[config.mk]
export PLATFORM = sky130hd
export DESIGN_NAME = evt_counter_top
export DESIGN_NICKNAME = d
export VERILOG_FILES = /design/src/rtl/evt_pkg.sv /design/src/rtl/evt_select.sv /design/src/rtl/evt_filter.sv /design/src/rtl/evt_accum.sv /design/src/rtl/evt_counter_top.sv
export SDC_FILE = /design/constraint.sdc
export NUM_CORES = 1
export LEC_CHECK = 0
export BUFFER_PORTS_ARGS = -buffer_cell sky130_fd_sc_hd__buf_4
export CAP_MARGIN = 40
export CORE_ASPECT_RATIO = 0.6
export CORE_MARGIN = 4
export CORE_UTILIZATION = 56
export DETAILED_ROUTE_END_ITERATION = 7
export PLACE_DENSITY = 0.95
export SYNTH_ARGS = -nofsm -noshare
export SYNTH_HDL_FRONTEND = slang
export SYNTH_SLANG_ARGS = --single-unit
[constraint.sdc]
create_clock -name clk -period 6.6 [get_ports clk]
set_input_delay 1.32 -clock clk [delete_from_list [all_inputs] [get_ports clk]]
set_output_delay 1.32 -clock clk [all_outputs]
set_load 0.005 [all_outputs]
[src/rtl/evt_pkg.sv]
package evt_pkg;

  // Default geometry of one filtered counter.
  localparam int DEF_NUM_EVT = 4;
  localparam int DEF_EVT_W   = 3;
  localparam int DEF_PORT_N  = 5;
  localparam int DEF_CTR_W   = 48;

  // Privilege mode encoding seen on priv_mode.
  typedef enum logic [1:0] {
    PRIV_USER = 2'd0,
    PRIV_SUP  = 2'd1,
    PRIV_HYP  = 2'd2,
    PRIV_MACH = 2'd3
  } priv_e;

  localparam int MODE_N = 3;  // number of maskable privilege modes

endpackage

[src/rtl/evt_select.sv]
module evt_select
  import evt_pkg::*;
#(
  parameter int NUM_EVT = DEF_NUM_EVT,
  parameter int EVT_W   = DEF_EVT_W,
  parameter int PORT_N  = DEF_PORT_N,
  parameter int SEL_W   = $clog2(NUM_EVT + 1)
) (
  input  logic [SEL_W-1:0]         sel,
  input  logic [PORT_N-1:0]        umask,
  input  logic [NUM_EVT*EVT_W-1:0] evt_counts,
  input  logic [PORT_N-1:0]        port_vec,
  output logic [EVT_W-1:0]         raw
);

  logic [EVT_W-1:0]  evt_arr [NUM_EVT];
  logic [PORT_N-1:0] masked;
  logic [EVT_W-1:0]  pop;
  logic [EVT_W-1:0]  scalar;

  // Unpack the scalar event lanes.
  for (genvar g = 0; g < NUM_EVT; g++) begin : g_lane
    assign evt_arr[g] = evt_counts[g*EVT_W +: EVT_W];
  end

  assign masked = port_vec & umask;

  // Population count of the unit-masked dispatch vector.
  always_comb begin
    pop = '0;
    for (int i = 0; i < PORT_N; i++) begin
      pop = pop + EVT_W'(masked[i]);
    end
  end

  // Scalar lane mux, written as a compare per lane.
  always_comb begin
    scalar = '0;
    for (int k = 0; k < NUM_EVT; k++) begin
      if (sel == SEL_W'(k)) begin
        scalar = evt_arr[k];
      end
    end
  end

  always_comb begin
    if (sel < SEL_W'(NUM_EVT)) begin
      raw = scalar;
    end else if (sel == SEL_W'(NUM_EVT)) begin
      raw = pop;
    end else begin
      raw = '0;
    end
  end

endmodule

[src/rtl/evt_filter.sv]
module evt_filter
  import evt_pkg::*;
#(
  parameter int EVT_W = DEF_EVT_W
) (
  input  logic             clk,
  input  logic             rst_n,
  input  logic [EVT_W-1:0] raw,
  input  logic [EVT_W-1:0] thr,
  input  logic             inv,
  input  logic             edge_en,
  input  logic             mode_ok,
  input  logic             hist_clr,
  output logic [EVT_W-1:0] inc
);

  logic thr_zero;
  logic reach;
  logic cond;
  logic prev_q;
  logic prev_d;
  logic [EVT_W-1:0] level_inc;

  assign thr_zero = (thr == '0);
  assign reach    = (raw >= thr);

  // Filtered condition: mode enable combined with the threshold test.
  always_comb begin
    if (!mode_ok) begin
      cond = 1'b0;
    end else if (thr_zero) begin
      cond = (raw != '0);
    end else begin
      cond = reach ^ inv;
    end
  end

  always_comb begin
    if (!mode_ok) begin
      level_inc = '0;
    end else if (thr_zero) begin
      level_inc = raw;
    end else begin
      level_inc = EVT_W'(cond);
    end
  end

  always_comb begin
    if (edge_en) begin
      inc = EVT_W'(cond & ~prev_q);
    end else begin
      inc = level_inc;
    end
  end

  // Edge history next state.
  always_comb begin
    if (hist_clr) begin
      prev_d = 1'b0;
    end else begin
      prev_d = cond;
    end
  end

  always_ff @(posedge clk or negedge rst_n) begin
    if (!rst_n) begin
      prev_q <= 1'b0;
    end else begin
      prev_q <= prev_d;
    end
  end

endmodule

[src/rtl/evt_accum.sv]
module evt_accum
  import evt_pkg::*;
#(
  parameter int CTR_W = DEF_CTR_W,
  parameter int INC_W = DEF_EVT_W
) (
  input  logic             clk,
  input  logic             rst_n,
  input  logic [INC_W-1:0] inc,
  input  logic             load,
  input  logic [CTR_W-1:0] load_val,
  input  logic             irq_en,
  input  logic             pin_en,
  output logic [CTR_W-1:0] count,
  output logic             ovf_pulse,
  output logic             irq_req,
  output logic             ovf_pin
);

  logic [CTR_W:0]   sum;
  logic [CTR_W-1:0] count_q;
  logic [CTR_W-1:0] count_d;
  logic             count_en;
  logic             wrap;
  logic             ovf_q;
  logic             irq_q;
  logic             pin_q;
  logic             pin_d;

  assign sum = {1'b0, count_q} + (CTR_W + 1)'(inc);

  always_comb begin
    if (load) begin
      count_d = load_val;
      wrap    = 1'b0;
    end else begin
      count_d = sum[CTR_W-1:0];
      wrap    = sum[CTR_W];
    end
  end

  assign count_en = load | (inc != '0);
  assign pin_d    = pin_q ^ (wrap & pin_en);

  always_ff @(posedge clk or negedge rst_n) begin
    if (!rst_n) begin
      count_q <= '0;
    end else if (count_en) begin
      count_q <= count_d;
    end
  end

  always_ff @(posedge clk or negedge rst_n) begin
    if (!rst_n) begin
      ovf_q <= 1'b0;
      irq_q <= 1'b0;
      pin_q <= 1'b0;
    end else begin
      ovf_q <= wrap;
      irq_q <= wrap & irq_en;
      pin_q <= pin_d;
    end
  end

  assign count     = count_q;
  assign ovf_pulse = ovf_q;
  assign irq_req   = irq_q;
  assign ovf_pin   = pin_q;

endmodule

[src/rtl/evt_counter_top.sv]
module evt_counter_top
  import evt_pkg::*;
#(
  parameter int NUM_EVT = DEF_NUM_EVT,
  parameter int EVT_W   = DEF_EVT_W,
  parameter int PORT_N  = DEF_PORT_N,
  parameter int CTR_W   = DEF_CTR_W,
  localparam int SEL_W     = $clog2(NUM_EVT + 1),
  localparam int UMASK_LSB = SEL_W,
  localparam int MODE_LSB  = UMASK_LSB + PORT_N,
  localparam int THR_LSB   = MODE_LSB + MODE_N,
  localparam int INV_BIT   = THR_LSB + EVT_W,
  localparam int EDGE_BIT  = INV_BIT + 1,
  localparam int IRQ_BIT   = EDGE_BIT + 1,
  localparam int PIN_BIT   = IRQ_BIT + 1,
  localparam int CFG_W     = PIN_BIT + 1
) (
  input  logic                     clk,
  input  logic                     rst_n,
  input  logic                     cfg_we,
  input  logic [CFG_W-1:0]         cfg_wdata,
  input  logic                     cnt_we,
  input  logic [CTR_W-1:0]         cnt_wdata,
  input  logic [1:0]               priv_mode,
  input  logic [NUM_EVT*EVT_W-1:0] evt_counts,
  input  logic [PORT_N-1:0]        port_vec,
  output logic [CTR_W-1:0]         count,
  output logic                     ovf_pulse,
  output logic                     irq_req,
  output logic                     ovf_pin
);

  // Reset: asserted asynchronously, released after two clock edges.
  logic [1:0] rst_pipe;
  logic       rst_sync_n;

  always_ff @(posedge clk or negedge rst_n) begin
    if (!rst_n) begin
      rst_pipe <= 2'b00;
    end else begin
      rst_pipe <= {rst_pipe[0], 1'b1};
    end
  end

  assign rst_sync_n = rst_pipe[1];

  // Control register.
  logic [CFG_W-1:0] cfg_q;

  always_ff @(posedge clk or negedge rst_sync_n) begin
    if (!rst_sync_n) begin
      cfg_q <= '0;
    end else if (cfg_we) begin
      cfg_q <= cfg_wdata;
    end
  end

  // Privilege mode qualification.
  logic [MODE_N-1:0] mode_en;
  logic              mode_ok;

  assign mode_en = cfg_q[MODE_LSB +: MODE_N];

  always_comb begin
    mode_ok = 1'b0;
    for (int m = 0; m < MODE_N; m++) begin
      if (priv_mode == 2'(m)) begin
        mode_ok = mode_en[m];
      end
    end
  end

  logic [EVT_W-1:0] raw;
  logic [EVT_W-1:0] inc;

  evt_select #(
    .NUM_EVT (NUM_EVT),
    .EVT_W   (EVT_W),
    .PORT_N  (PORT_N),
    .SEL_W   (SEL_W)
  ) u_select (
    .sel        (cfg_q[SEL_W-1:0]),
    .umask      (cfg_q[UMASK_LSB +: PORT_N]),
    .evt_counts (evt_counts),
    .port_vec   (port_vec),
    .raw        (raw)
  );

  evt_filter #(
    .EVT_W (EVT_W)
  ) u_filter (
    .clk      (clk),
    .rst_n    (rst_sync_n),
    .raw      (raw),
    .thr      (cfg_q[THR_LSB +: EVT_W]),
    .inv      (cfg_q[INV_BIT]),
    .edge_en  (cfg_q[EDGE_BIT]),
    .mode_ok  (mode_ok),
    .hist_clr (cfg_we),
    .inc      (inc)
  );

  evt_accum #(
    .CTR_W (CTR_W),
    .INC_W (EVT_W)
  ) u_accum (
    .clk       (clk),
    .rst_n     (rst_sync_n),
    .inc       (inc),
    .load      (cnt_we),
    .load_val  (cnt_wdata),
    .irq_en    (cfg_q[IRQ_BIT]),
    .pin_en    (cfg_q[PIN_BIT]),
    .count     (count),
    .ovf_pulse (ovf_pulse),
    .irq_req   (irq_req),
    .ovf_pin   (ovf_pin)
  );

endmodule

Word level (Yosys, flattened, before mapping)
Index checks and enable logic that the tools add are counted.
{ "word_totals": {"out_inout_bits": 51, "ff_bits": 72} }
{ "classes": {"add_sub_neg": 5, "reduce_logical": 5, "bitwise": 8, "mux": 17, "n_lt_le_gt_ge": 2, "n_eq_ne": 6} }
{ "ops": {"columns": ["op", "count"], "rows": [
  ["$add 48x3->49", 1],
  ["$mux 48", 1],
  ["$mux 3", 9],
  ["$add 3x1->3", 3],
  ["$mux 1", 7],
  ["$eq 3x2->1 const B", 2],
  ["$logic_not 3->1", 2],
  ["$reduce_bool 3->1", 2],
  ["$and 5x5->5", 1],
  ["$and 1x3->3", 1],
  ["$eq 3x1->1 const B", 1],
  ["$eq 3x3->1 const B", 1],
  ["$ge 3x3->1", 1],
  ["$lt 3x3->1 const B", 1],
  ["$not 1->3", 1],
  ["$add 1x1->2", 1],
  ["$and 1x1->1", 2],
  ["$eq 2x1->1 const B", 1],
  ["$eq 2x2->1 const B", 1],
  ["$logic_not 2->1", 1],
  ["$xor 1x1->1", 2],
  ["$or 1x1->1", 1]
]} }

Depth between registers and ports, before layout
Gate-level depths: netlist of run 1.
{ "logic_depth": {"word_depth": 18, "depth_mapped": 28, "depth_no_buf": 25} }

Cells and area by module
A second synthesis of run 1 with hierarchy kept.
{ "unflattened": {"hier_cells": 446, "hier_area_um2": 4227.8} }
{ "modules_own_cells": {"columns": ["mod", "seq_area_each_um2", "cells_per_inst", "area_per_inst_um2", "instances"], "rows": [
  ["evt_accum", 1276.2, 353, 3026.7, 1],
  ["evt_counter_top", 500.5, 44, 798.3, 1],
  ["evt_select", 0.0, 26, 214.0, 1],
  ["evt_filter", 25.0, 23, 188.9, 1]
]} }

Worst setup path before layout of run 1
Ideal clock, no wire load.
{ "synth_timing": {"path_kind": "input to register", "from": "input port port_vec[0]", "to": "register u_accum.count_q[34] (netlist: u_accum.count[34])", "cell_stages": 27, "t_arrival_ns": 6.842, "setup_time_ns": 0.082, "slack_ns": -0.324, "n_path_buf": 3, "t_required_ns": 6.518, "path_cell_list": "and2_1 -> ha_1 -> inv_1 -> fa_1 -> inv_1 -> ha_1 -> fa_1 -> and2_1 -> or3_1 -> ha_1 -> nand2_1 -> o21ai_0 -> mux2_2 -> nand2_1 -> clkbuf_1 -> clkbuf_1 -> nor2_1 -> ha_1 -> inv_1 -> fa_1 -> nor2b_1 -> o21bai_1 -> nor2_1 -> clkbuf_1 -> nand4_1 -> or4_1 -> a31oi_1"} }
{ "synth_via": {"elab_chain_len": 16, "elab_cells_between_ends": 20} }
{ "synth_rtl": {"columns": ["item", "line", "rtl"], "rows": [
  ["start: declaration", "evt_counter_top.sv:26", "input logic [PORT_N-1:0] port_vec,"],
  ["$and 5x5->5 *", "evt_select.sv:26", "assign masked = port_vec & umask;"],
  ["$add 1x1->2 *", "evt_select.sv:32", "pop = pop + EVT_W'(masked[i]);"],
  ["$add 3x1->3 * (3 in series)", "evt_select.sv:32", null],
  ["$mux 3 *", "evt_select.sv:49", "end else if (sel == SEL_W'(NUM_EVT)) begin"],
  ["$mux 3 *", "evt_select.sv:47", "if (sel < SEL_W'(NUM_EVT)) begin"],
  ["$ge 3x3->1", "evt_filter.sv:25", "assign reach = (raw >= thr);"],
  ["$xor 1x1->1", "evt_filter.sv:34", "cond = reach ^ inv;"],
  ["$mux 1", "evt_filter.sv:31", "end else if (thr_zero) begin"],
  ["$mux 1", "evt_filter.sv:29", "if (!mode_ok) begin"],
  ["$mux 3", "evt_filter.sv:41", "end else if (thr_zero) begin"],
  ["$mux 3", "evt_filter.sv:39", "if (!mode_ok) begin"],
  ["$mux 3 *", "evt_filter.sv:49", "if (edge_en) begin"],
  ["$add 48x3->49 or $reduce_bool 3->1 (tied branches)", "evt_accum.sv:30, evt_accum.sv:42", null],
  ["$mux 48 or $or 1x1->1 (tied branches)", "evt_accum.sv:33, evt_accum.sv:42", null],
  ["end signal: assignment", "evt_accum.sv:49", "count_q <= count_d;"],
  ["end: declaration", "evt_accum.sv:21", "logic [CTR_W-1:0] count_q;"]
]} }
Mark *: on every way between the ends. The rest lies on a longest branch, timed or not.
A chain may end at the register's enable or synchronous reset.

Worst setup path in the final report of run 1
{ "layout_timing": {"from": "input port port_vec[0]", "to": "register u_accum.count_q[22] (netlist: u_accum.count[22])"} }
The elaborated chain is that of the path after synthesis.

==> impl_metrics.toml, run 1 <==
[synthesis]
ys.warnings.count = 0
synth_edf_count = 0
synth_top_area_share = 0.398
syn_inst = 494
ys_ff_latch = 72
syn_nets = 594
synth_seq_area_share = 0.398
synthesis.area_mm2 = 0.00452
synth.distinct_cells = 55
netlist_top_cells_area = "dfrtp_1 40%, or4_1 5.6%, o31ai_1 5.3%"
synth_largest_area_cell = "dfrtp_1"
synthFlopType = "dfrtp_1"
ys_async_sr_fraction = 1.00
syn_avg_cell_area_um2 = 9.16

[global_routing]
grt_pass1_wl_mm = 21.2
grt-ovfl-total = 0
groute.usage.overall = 0.278
grt_max_degree = 88
grt_pass1_vias = 4311
antenna_found_initial = 0

[layout]
final_nets = 717
final_common_cell = "buf_4"
final_area_mm2 = 0.00596
syn_to_final_growth_pct = 31.8
stdcell_count = 730
multi_input_area_mm2 = 0.00249
seqCellArea_mm2 = 0.00181
n_antenna_cell = 0
final_cell_mix = "149 x buf_4, 71 x dfrtp_1, 54 x nor2_1, 37 x a31oi_1, 34 x or4_1"
post-route-util = 0.760
drive_gt1_frac = 0.320
fill_cells = 537

[detailed_routing]
wl_met2_mm = 6.06
drcViolationCount = 0
drt-total-wl_mm = 13.3
m1WireLength_mm = 5.69
ant_nets = 0
wl_met3_mm = 1.33
dr.pass1.iters = 6
post_drt_via_cell_ratio = 6.44
wire_per_inst_um = 18.2
top_layer = "met4"
first_iter_violations = 579
vias = 4703

[clock_tree]
insertion_delay_ns = 0.34
cts_buffers = 9
clock_path_buffers = 2
root_buffer = "clkbuf_16"
cts_tree = "yes"
clkTransAtPathRegs_ns = 0.06
htreeDepth = 3
post_cts_buffers = 0
clock-sinks = 72

[floorplanning]
top_level_ports = 140
dieArea_mm2 = 0.00963
core_mm2 = 0.00785
start_util = 0.576
rows = 25
fp.dieH_um = 77.6
die_w_um = 124

[flow_run]
max_cap_viol_count = 0

[sta]
min_period_ns = 6.26
maxSlewViolCount = 0
setup_viol = 0
max_slew.worst_pin.slew_ns = 0.774
finalHoldViolCount = 0
rsz0062_at_grt = "no"
finClkSkew_ns = 0.00613
min_period_over_period = 0.949
tns_ns = 0
fmax_ghz = 0.160
slew_headroom = 0.484

[critical_path]
r2r-end = "u_accum.count[22]"
crit_arrival_ns = 6.52
cp_max_fo = 7
rrSetupSlack_ns = 1.07
crit_required_ns = 6.86
r2r_start = "cfg_q[3]"
crit_path_end = "u_accum.count[22]"
r2r_cells = 25
critPathLaunch = "port_vec[0]"
startpoint_type = "primary input"
worst_setup_path_end_kind = "register"
critPathKind = "primary input to register"

[status]
status = "completed"

[placed_design]
place_inst = 714
dp_hpwl_mm = 9.46
io_buffers = 139
placed_cell_area_mm2 = 0.00562
place.gp.congestion = 0.883

[power_and_ir_drop]
fin_total_pwr_mw = 1.38
ir_drop_v = 0.000201
p_leak_nw = 2.49
power.density_mw_per_mm2 = 232

[min_path]
hold_path_class = "register to asynchronous set/reset pin"
worst min-delay path by stage:
stage	startpoint	to	slack, ns	cells past startpoint
final	rst_pipe[1]	cfg_q[17]	0.26	0
after global routing	rst_pipe[1]	cfg_q[16]	0.29	0
after CTS	rst_pipe[1]	cfg_q[0]	0.26	0
after detailed placement	rst_pipe[1]	cfg_q[16]	0.25	0
after global placement	rst_pipe[0]	rst_pipe[1]	0.34	0
after floorplan	rst_pipe[0]	rst_pipe[1]	0.33	0
cell usage after synthesis (all sizes together), types with 2 or more instances:
cell type	n
nand3	28
and4	5
dfrtp	72
xnor2	2
o21ai	8
nor2b	4
o31a	7
o41ai	4
inv	14
and2	9
o31ai	32
nor2	55
a2bb2oi	4
nand4b	3
nand2b	7
mux2i	5
buf	11
or4	35
nand2	29
a211oi	2
and3	7
nor4	4
a21oi	5
mux2	19
or4b	4
a31oi	37
o311ai	3
clkbuf	27
ha	8
nand4	17
or3	4
nor3	8
fa	3
metrics by stage:
stage | setup WS [ns] | hold slack, ns
6_report | 0.339 | 0.256
3_5_place_dp | -0.0525 | 0.254
2_1_floorplan | 0.0219 | 0.331
3_3_place_gp | 0.0474 | 0.337
5_1_grt | 0.00127 | 0.291
4_1_cts | 0.295 | 0.263
sequential cells by signal, indices dropped and copies added, names as in the netlist:
name               cells
rst_pipe               2
u_filter.prev_q        1
u_accum.irq_req        1
cfg_q                 18
u_accum.ovf_pulse      1
u_accum.ovf_pin        1
u_accum.count         48
routing by layer:
layer | GRT usage | up-vias
met3 | 0.0852 | 24
met5 | 0 | -
met1 | 0.390 | 2284
li1 | - | 2142
met4 | 0.0634 | 0
met2 | 0.423 | 253
kinds of logic after synthesis:
group | after synthesis | synth area share
xor+xnor | 2 | 0.00387
buf+inv | 52 | 0.0581
fa+ha+maj | 11 | 0.0354
flops | 72 | 0.398
compound gates | 109 | 0.172
simple gates | 223 | 0.273
mux | 24 | 0.0592
other cells | 1 | 0.000829
power breakdown:
| group | switching [mW] | total, mW | internal [mW] |
|---|---|---|---|
| Combinational | 0.146 | 0.290 | 0.144 |
| Clock | 0.188 | 0.556 | 0.368 |
| Sequential | 0.0545 | 0.537 | 0.482 |
layout make-up:
class,instances,share of cell area
Inverter,14,0.00881
Tap cell,108,0.0227
Clock inverter,6,0.0180
Sequential cell,72,0.303
Timing Repair Buffer,150,0.192
Multi-Input combinational cell,370,0.417
Clock buffer,10,0.0384
critical path, cell delays in order:
cell	delay (ns)
buf_4	0.10
and2_1	0.15
ha_1	0.27
inv_1	0.05
fa_1	0.52
inv_1	0.04
ha_1	0.19
fa_1	0.43
and2_1	0.16
or3_1	0.38
ha_1	0.30
nand2_1	0.05
o21ai_0	0.18
mux2_2	0.22
nand2_2	0.05
nor2_1	0.11
ha_1	0.17
inv_1	0.06
fa_1	0.41
nor2b_2	0.17
o21bai_2	0.11
nor2_4	0.17
buf_4	0.19
nand3_1	0.10
or4_1	0.43
a31oi_1	0.20
repair_timing:
item	in CTS	in global routing
gates resized for setup	0	2
endpoints found under the hold margin	0	0
hold buffers	0	0
setup endpoints to repair	0	6
(Power assumes the default switching activity.)
==> inputs of run 2 (changes only) <==
- REMOVE_ABC_BUFFERS: unset -> 1
==> run 2 against run 1 <==
  * Critical path depth up 1
  * Register-to-register slack got worse by 0.22 ns
  * Via count shrank 0.47%
  * Sequential share of layout area down 0.42 points
  * Worst setup slack got worse by 0.20 ns
  * Clock-buffer cell count decreased by 1
  * Final area rose by 1.3%
  * Die area unchanged
  * Sequential power fell by 0.9%
  * Clock power decreased by 15%
  * Combinational power is 4% higher
==> impl_metrics.toml, run 2 (same netlist as run 1, synthesis figures left out) <==
[layout]
seqCellArea_mm2 = 0.00180
final_cell_mix = "152 x buf_4, 71 x dfrtp_1, 53 x nor2_1, 37 x a31oi_1, 34 x or4_1"
n_antenna_cell = 0
fill_cells = 536
post-route-util = 0.769
final_nets = 724
drive_gt1_frac = 0.335
final_common_cell = "buf_4"
syn_to_final_growth_pct = 33.5
multi_input_area_mm2 = 0.00252
largest_reg_flops = 48

[critical_path]
startpoint_type = "primary input"
worst_setup_path_end_kind = "register"
r2r_start = "cfg_q[4]"
crit_arrival_ns = 6.70
rrSetupSlack_ns = 0.85
cp_max_fo = 6
r2r-end = "u_accum.count[38]"
critPathKind = "primary input to register"
crit_required_ns = 6.84
r2r_cells = 26

[detailed_routing]
drcViolationCount = 0
vias = 4681
ant_nets = 0
first_iter_violations = 542
post_drt_via_cell_ratio = 6.35
drt-total-wl_mm = 13.9
dr.pass1.iters = 5
wire_per_inst_um = 18.9

[floorplanning]
dieArea_mm2 = 0.00963
core_mm2 = 0.00785
start_util = 0.576
rows = 25
top_level_ports = 140
die_w_um = 124
fp.dieH_um = 77.6

[clock_tree]
insertion_delay_ns = 0.33
cts_tree = "yes"
clkTransAtPathRegs_ns = 0.06
clock-sinks = 72
postCtsHoldBufs = 0
cts_buffers = 9
htreeDepth = 3
root_buffer = "clkbuf_16"
clock_path_buffers = 2

[sta]
slew_headroom = 0.475
min_period_ns = 6.46
fmax_ghz = 0.155
setup_viol = 0
maxSlewViolCount = 0
worst_slack_ns = 0.140
max_slew.worst_pin.slew_ns = 0.788
min_period_over_period = 0.979
finalHoldViolCount = 0
finClkSkew_ns = 0.00555

[global_routing]
groute.usage.overall = 0.284
grt-ovfl-total = 0
grt_pass1_wl_mm = 21.7
antenna_found_initial = 0
grt_pass1_vias = 4355
grt_max_degree = 88

[flow_run]
max_cap_viol_count = 0

[min_path]
hold_path_class = "register to asynchronous set/reset pin"

[placed_design]
io_buffers = 139
place.gp.congestion = 0.883
dp_hpwl_mm = 9.76
pre_cts_ws_ns = -0.205

[power_and_ir_drop]
power.density_mw_per_mm2 = 216
ir_drop_v = 0.000138
p_leak_nw = 2.53
fin_total_pwr_mw = 1.31

[status]
status = "completed"
[run 2: worst max path at each step]
stage | from | end | cells after the start
floorplan | port_vec[0] | u_accum.count[44] | 24
finish | port_vec[1] | u_accum.count[38] | 27
global placement | port_vec[0] | u_accum.ovf_pin | 27
global route | port_vec[1] | u_accum.count[38] | 27
CTS | port_vec[1] | u_accum.count[44] | 26
detailed placement | port_vec[1] | u_accum.count[44] | 26
[run 2: worst max-delay path: stages]
cell and delay, ns:
buf_4 0.11, and2_1 0.16, ha_1 0.29, inv_1 0.06, fa_1 0.52, inv_1 0.04, ha_1 0.21, fa_1 0.37
a222oi_1 0.44, inv_1 0.14, ha_4 0.24, a21oi_1 0.15, o21ai_1 0.09, mux2_2 0.25, nand2_2 0.06, nor2_2 0.11
ha_2 0.18, inv_1 0.06, fa_2 0.42, nor2b_4 0.14, o21bai_2 0.09, nor2_2 0.17, buf_4 0.15, buf_6 0.12
nand2_1 0.07, or4_1 0.51, a31oi_1 0.23
[run 2: final cells by class]
type                            instances  share of cell area
Timing Repair Buffer                  157               0.206
Clock buffer                            9              0.0373
Sequential cell                        72               0.298
Tap cell                              108              0.0224
Multi-Input combinational cell        370               0.417
Inverter                               14             0.00870
Clock inverter                          7              0.0104
[run 2: repair_timing]
item	4_1_cts	5_1_grt
gates resized for setup	0	12
setup endpoints to repair	0	20
buffers inserted	0	6
hold endpoints to repair	0	0
[run 2: metrics by stage]
step / TNS [ns] / hold slack, ns / cell area [µm²] / instances
detailed placement: -1.36 / 0.175 / 5630 / 714
CTS: 0 / 0.181 / 5920 / 730
floorplan: -28.26 / 0.331 / 4310 / 456
global route: -0.0848 / 0.194 / 6040 / 737
global placement: 0 / 0.337 / 5600 / 713
finish: 0 / 0.176 / 6040 / 737
[run 2: report_power, final]
group	leakage (nW)	switching (mW)	internal [mW]
combinational	1.56	0.154	0.149
sequential	0.828	0.0499	0.482
clock	0.145	0.183	0.289
[run 2: layer usage]
| layer | wire [µm] | GRT usage |
|---|---|---|
| met3 | 1250 | 0.0728 |
| met4 | 361 | 0.101 |
| met5 | 0 | 0 |
| met2 | 6610 | 0.445 |
| met1 | 5720 | 0.382 |
==> inputs of run 3 (changes only) <==
- CORE_UTILIZATION: 56 -> 55
- SYNTH_HIERARCHICAL: unset -> 1
==> run 3 against run 2 <==
  * Critical path depth down 7
  * Clock power up 6.8%
  * Worst hold slack better by 0.095 ns
  * Critical endpoint is now u_accum/count[44]
  * Maximum frequency down 1.4%
  * Clock-buffer cell count up 2
  * Final area down 5.7%
  * Synthesized cell count down 9.7%
==> impl_metrics.toml, run 3 <==
[floorplanning]
start_util = 0.575
top_level_ports = 140
core_mm2 = 0.00736
fp.dieH_um = 75.9
die_w_um = 121
dieArea_mm2 = 0.00920
rows = 24

[synthesis]
ys_async_sr_fraction = 1.00
synthFlopType = "dfrtp_1"
syn_avg_cell_area_um2 = 9.48
ys_ff_latch = 72
ys.warnings.count = 6
synthesis.area_mm2 = 0.00423
netlist_top_cells_area = "dfrtp_1 43%, nand2_1 5.2%, o21ai_0 5.1%"
synth_edf_count = 0
synth_largest_area_cell = "dfrtp_1"
synth_most_common_cell = "dfrtp_1"
synth_top_cells_by_count = "72 x dfrtp_1, 59 x nand2_1, 43 x o21ai_0, 23 x nand3_1, 22 x nand4_1"
synth.distinct_cells = 53
syn_inst = 446
synth_top_area_share = 0.426
synth_seq_area_share = 0.426

[clock_tree]
root_buffer = "clkbuf_16"
htreeDepth = 3
cts_tree = "yes"
insertion_delay_ns = 0.34
clock-sinks = 72
postCtsHoldBufs = 0
clock_path_buffers = 2
clkTransAtPathRegs_ns = 0.06
cts_buffers = 9

[layout]
largest_reg_flops = 48
drive_gt1_frac = 0.332
final_area_mm2 = 0.00570
fill_cells = 497
syn_to_final_growth_pct = 34.8
post-route-util = 0.775
multi_input_area_mm2 = 0.00230
n_antenna_cell = 0
final_cell_mix = "146 x buf_4, 71 x dfrtp_1, 59 x nand2_1, 43 x o21ai_0, 23 x nand3_1"
final_common_cell = "buf_4"
final_nets = 685
seqCellArea_mm2 = 0.00180

[sta]
slew_headroom = 0.526
min_period_ns = 6.55
maxSlewViolCount = 0
worst_slack_ns = 0.0487
min_period_over_period = 0.993
tns_ns = 0
finClkSkew_ns = 0.00610
finalHoldViolCount = 0
max_slew.worst_pin.slew_ns = 0.712
fmax_ghz = 0.153
setup_viol = 0

[detailed_routing]
first_iter_violations = 391
vias = 4187
wire_per_inst_um = 19.0
m1WireLength_mm = 5.31
wl_met3_mm = 1.26
post_drt_via_cell_ratio = 6.02
drt-total-wl_mm = 13.2
drcViolationCount = 0
ant_nets = 0
dr.pass1.iters = 6
top_layer = "met4"
wl_met2_mm = 6.23

[placed_design]
placed_cell_area_mm2 = 0.00538
dp_hpwl_mm = 9.50
pre_cts_ws_ns = -0.269
place.gp.congestion = 0.845
io_buffers = 139

[global_routing]
grt-ovfl-total = 0
grt_pass1_vias = 4176
grt_max_degree = 83
groute.usage.overall = 0.287
grt_pass1_wl_mm = 20.9
antenna_found_initial = 0

[critical_path]
crit_arrival_ns = 6.81
worst_setup_path_end_kind = "register"
critPathKind = "primary input to register"
crit_required_ns = 6.86
cp_max_fo = 4
critPathLaunch = "port_vec[0]"
r2r_start = "cfg_q[3]"
startpoint_type = "primary input"

[flow_run]
max_cap_viol_count = 0

[power_and_ir_drop]
p_leak_nw = 2.52
power.density_mw_per_mm2 = 228
ir_drop_v = 0.000169

[min_path]
hold_path_class = "register to asynchronous set/reset pin"

[status]
status = "completed"
[run 3: critical path, cell delays in order]
cell	delay [ns]
buf_4	0.11
and2_1	0.17
fa_1	0.54
inv_1	0.07
fa_1	0.53
a2111oi_2	0.43
a221o_1	0.23
inv_1	0.07
ha_1	0.27
nor2b_1	0.04
o21ai_0	0.29
mux2i_1	0.19
nor3_2	0.25
ha_1	0.24
fa_1	0.23
a21oi_1	0.11
or4_1	0.60
or4_1	0.57
or3_1	0.33
a31oi_1	0.20
[run 3: final timing paths]
check                                          to  slack (ns)  depth (start not counted)
worst max-delay path            u_accum/count[44]        0.05                         20
min in group clk                      rst_pipe[1]        0.35                          0
worst min register to register  u_accum/count[37]        0.27                          1
worst min-delay path            u_accum/count[37]        0.27                          1
worst max register to register  u_accum/count[44]        0.76                         19
max in group asynchronous             rst_pipe[1]        5.76                          1
[run 3: cell families (layout without fill, tap and decap cells)]
| kind of cell | after synthesis | in the layout | synth area share |
|---|---|---|---|
| AND/OR/NAND/NOR | 204 | 204 | 0.262 |
| flip-flops | 72 | 72 | 0.426 |
| AO/OA/AOI/OAI | 71 | 71 | 0.0980 |
| XOR/XNOR | 33 | 33 | 0.0684 |
| buffers and inverters | 28 | 173 | 0.0311 |
| multiplexers | 27 | 27 | 0.0790 |
| adder cells (fa/ha/maj) | 10 | 10 | 0.0349 |
| other | 1 | 1 | 0.000887 |
[run 3: where the power goes]
| group | switching (mW) | internal, mW |
|---|---|---|
| logic | 0.116 | 0.140 |
| clock network | 0.192 | 0.312 |
| registers | 0.0565 | 0.482 |
| total | 0.364 | 0.934 |
[run 3: cell type report]
cell class                 count  area share
multi-input combinational    346       0.404
timing repair buffer         147       0.196
tap                          104      0.0228
clock inverter                 5     0.00966
inverter                      10     0.00659
clock buffer                  11      0.0443
sequential                    72       0.316
[run 3: repair_timing]
action / in CTS / in global routing
setup buffers: 0 / 0
endpoints found under the setup margin: 0 / 2
resized for setup: 0 / 2
[run 3: metrics by stage]
stage               hold WS (ns)  instances  total power, mW
floorplan                  0.331        428            0.646
global route               0.316        695             1.36
CTS                        0.288        695             1.30
detailed placement         0.278        679            0.791
global placement           0.338        678            0.769
finish                     0.271        695             1.30
[run 3: layer usage]
metal | vias to the layer above | track usage
met5 | - | 0
met1 | 2007 | 0.367
met3 | 41 | 0.0960
met2 | 235 | 0.457
li1 | 1904 | -
met4 | 0 | 0.102
